`config.mk`:
```
export PLATFORM = sky130hd
export DESIGN_NAME = cr_pred_select
export DESIGN_NICKNAME = d
export VERILOG_FILES = /design/src/rtl/cr_pred_select.sv
export SDC_FILE = /design/constraint.sdc
export NUM_CORES = 1
export LEC_CHECK = 0
export BUFFER_PORTS_ARGS = -buffer_cell sky130_fd_sc_hd__buf_4
export CORE_MARGIN = 2
export CORE_UTILIZATION = 36
export CTS_CLUSTER_SIZE = 14
export DETAILED_ROUTE_END_ITERATION = 10
export PLACE_DENSITY_LB_ADDON = 0.08
export RECOVER_POWER = 25
export REMOVE_ABC_BUFFERS = 1
export SYNTH_ARGS = -nofsm -noshare
export SYNTH_HDL_FRONTEND = slang
export SYNTH_SLANG_ARGS = --single-unit
```
`constraint.sdc`:
```
create_clock -name clk -period 1.7 [get_ports clk]
set_input_delay 0.34 -clock clk [delete_from_list [all_inputs] [get_ports clk]]
set_output_delay 0.34 -clock clk [all_outputs]
set_load 0.05 [all_outputs]
```
`src/rtl/cr_pred_select.sv`:
```
module cr_pred_select #(
  parameter int NUM_REGS = 8,
  parameter int FIELD_W  = 4,
  localparam int SEL_W   = $clog2(FIELD_W),
  localparam int WORD_W  = NUM_REGS * FIELD_W
) (
  input  logic              clk,
  input  logic              rst_n,
  input  logic              in_valid,
  input  logic [WORD_W-1:0] cr_word,
  input  logic [SEL_W-1:0]  bit_sel,
  input  logic              invert,
  input  logic              pred_en,
  output logic              out_valid,
  output logic [NUM_REGS-1:0] pred_mask
);

  logic [NUM_REGS-1:0] picked;

  for (genvar n = 0; n < NUM_REGS; n++) begin : g_pick
    logic [FIELD_W-1:0] field;
    assign field     = cr_word[n*FIELD_W +: FIELD_W];
    assign picked[n] = field[bit_sel];
  end

  logic [NUM_REGS-1:0] next_mask;
  assign next_mask = pred_en ? (picked ^ {NUM_REGS{invert}}) : '1;

  always_ff @(posedge clk) begin
    if (!rst_n) begin
      out_valid <= 1'b0;
      pred_mask <= '1;
    end else begin
      out_valid <= in_valid;
      if (in_valid) pred_mask <= next_mask;
    end
  end

  assert_reset_state_R1: assert property (@(posedge clk) disable iff (!rst_n)
    $rose(rst_n) |-> (!out_valid && (&pred_mask)));

  assert_valid_follow_R2: assert property (@(posedge clk) disable iff (!rst_n)
    1'b1 |=> (out_valid == $past(in_valid)));

  assert_lane0_pick_R4: assert property (@(posedge clk) disable iff (!rst_n)
    (in_valid && pred_en) |=> (pred_mask[0] == ($past(cr_word[bit_sel]) ^ $past(invert))));

  assert_unpred_ones_R6: assert property (@(posedge clk) disable iff (!rst_n)
    (in_valid && !pred_en) |=> (&pred_mask));

  assert_hold_idle_R7: assert property (@(posedge clk) disable iff (!rst_n)
    !in_valid |=> $stable(pred_mask));

endmodule

```
==> out/summary.json <==
{
  "path_class": "register to output port",
  "timing.slew.headroom_pct": 60.7,
  "crit_path_max_fanout": 2,
  "io-pin-count": 48,
  "int_power_uw": 423,
  "drc": 0,
  "crit_required_ns": 1.36,
  "placed_cells_incl_taps": 107,
  "critical_path_arrival_ns": 1.05,
  "cts-htree-levels": 1,
  "final_period_minus_worst_setup_slack_ns": 1.39,
  "setup-violations-final": 0,
  "ff2ff_setup_slack_ns": 1.10,
  "postCtsSetupBuffers": 0,
  "skew_ns": 0,
  "cts_root_buffer": "clkbuf_4",
  "critical_path.slowest_cell": "clkbuf_1",
  "fin_crit_sh_pct": 81.6,
  "grt_setup_unrepaired": "false",
  "drive_above_1_share_pct": 57.9,
  "detailedRoute.firstPassIterationCount": 4,
  "synthFlopType": "dfxtp_1",
  "powerDensity_mw_per_mm2": 644,
  "gr-total-overflow": 0,
  "cts_tree": "built",
  "critical_path.max_stage_delay_ns": 0.47,
  "area_of_the_mapped_netlist_um2": 556,
  "synthesis.yosys.warnings": 0,
  "buffer_ports.inserted": 47,
  "synth.cells.most_frequent": "dfxtp_1, a21oi_1, mux2i_1, mux4_2, nor2_1",
  "cts-buffers-inserted": 3,
  "coreArea_mm2": 0.00147,
  "clk_latency_ns": 0.25,
  "crit_family": "buffers and inverters",
  "seq_area_frac_synth_pct": 32.4,
  "final.fill_count": 143,
  "diode_count": 0,
  "finish.cell_count_without_fillers": 111,
  "status": "complete, no violations",
  "core_occupancy_in_the_finished_layout_pct": 62.5,
  "grt_start_max_net_pins": 12,
  "timing.critical_path.cells": "clkbuf_1",
  "yosys.area.top_type": "dfxtp_1",
  "asyncSetResetFlopFracSynth_pct": 0,
  "groute.usage.overall_pct": 16.9,
  "detail_route.wl_per_cell_um": 13.3,
  "worstPathBufferInverterCount": 1,
  "grt_first_pass_wirelength_um": 2300,
  "synth_area_per_cell_um2": 11.6,
  "design.final.nets": 135,
  "worst_vdd_drop_v": 0.000290,
  "gpl.final_weighted_congestion": 0.678,
  "power.net_switching_uw": 169,
  "worstMarginPinSlew_ns": 0.591,
  "ys_seq_elements": 9,
  "tritoncts_num_sinks": 9,
  "synth-edff-count": 0,
  "hold_buffers": 0,
  "grt_antenna_before_repair": 0,
  "total_power_uw": 592,
  "yosys.cell_count.top_type": "dfxtp_1",
  "postRouteWirelength_um": 1480,
  "areaGrowthSynthToFinish_pct": 65.5,
  "synth_top_cell_area_share_pct": 32.4,
  "cellLeakagePower_uw": 0.000428,
  "cts_buffer_depth": 2,
  "place_hpwl_um": 1240,
  "synth.top_cells.by_area": "dfxtp_1, mux4_2, mux2i_1",
  "die-width_um": 43.3,
  "power.share.combinational_pct": 33.9,
  "syn-instance-count": 48,
  "vias": 575,
  "drtIter0Drc": 2,
  "p_sw_share_pct": 28.5,
  "cts.reportedPaths.clkPinSlew_ns": 0.06,
  "synth.distinct_cells": 11,
  "floorplan.die.height_um": 43.3,
  "floorplan.initialDensity_pct": 37.8,
  "die_area_mm2": 0.00187,
  "detail-route-antenna-nets": 0,
  "timing.fmax_mhz": 721,
  "rows": 14,
  "maxCapViolations": 0,
  "cts_resized": 0,
  "clockPowerShare_pct": 27.5,
  "report.final.slew_viol_count": 0,
  "first_global_vias": 568,
  "detail_route.vias_per_cell": 5.18,
  "endpoint_kind": "output port",
  "power_frac_seq_pct": 38.6,
  "hold_path.class": "input pin to register",
  "setup.worst_path.start_class": "register",
  "tns_ns": 0,
  "hold_viol": 0
}
cells in the final DEF (no fill, tap or decap):
master    synthesis  final
a21oi_1           8      8
and2_1            1      1
buf_4             0     44
clkbuf_1          2      4
clkbuf_4          0      3
dfxtp_1           9      9
mux2i_1           8      8
mux4_2            8      8
nand4_1           1      1
nand4b_1          1      1
nor2_1            8      8
power groups by stage:
stage	logic [µW]	registers, µW	clock network (µW)
final	200	229	163
after global routing	212	230	184
after CTS	206	229	166
after detailed placement	205	233	0
after global placement	203	233	0
after floorplan	58.3	275	0
metrics by stage:
stage          hold WS, ns  cell area [µm²]  worst slack (ns)
6_report             0.376              920             0.313
5_1_grt              0.380              920             0.281
4_1_cts              0.339              931             0.547
3_5_place_dp         0.490              905             0.290
3_3_place_gp         0.485              905             0.295
2_1_floorplan        0.432              532             0.570
state kept, by name, summed over array words and instances (netlist names):
register	flops
pred_mask	8
out_valid	1
per-layer routing:
layer,wire (µm),vias to the layer above,share of wire [%],track usage (%)
met3,164,4,11,5.11
li1,-,281,-,-
met1,612,252,41,20.9
met4,27,0,1.8,9.09
met2,672,38,45,26.0
met5,0,-,0,0
cell families after synthesis:
group | after synthesis | synth area share (%)
AOI/OAI and AO/OA | 8 | 7.21
buffers and inverters | 4 | 4.28
muxes | 16 | 46.8
DFF | 9 | 32.4
and+or+nand+nor | 11 | 9.24
path summary, 6_finish.rpt:
check	startpoint	to	depth (start not counted)
worst min-delay path	in_valid	out_valid	2
worst max-delay path	pred_mask[5]	pred_mask[5]	1
worst max register to register	pred_mask[7]	pred_mask[7]	2
worst min register to register	pred_mask[4]	pred_mask[4]	2
area by class of cell:
cell class                 count  area, µm²  area share (%)
timing repair buffer          47        342            37.1
multi-input combinational     35        352            38.2
tap                           16       20.0            2.18
clock buffer                   4       26.3            2.86
sequential                     9        180            19.6
Note: power is estimated with default switching activity, not from simulation.
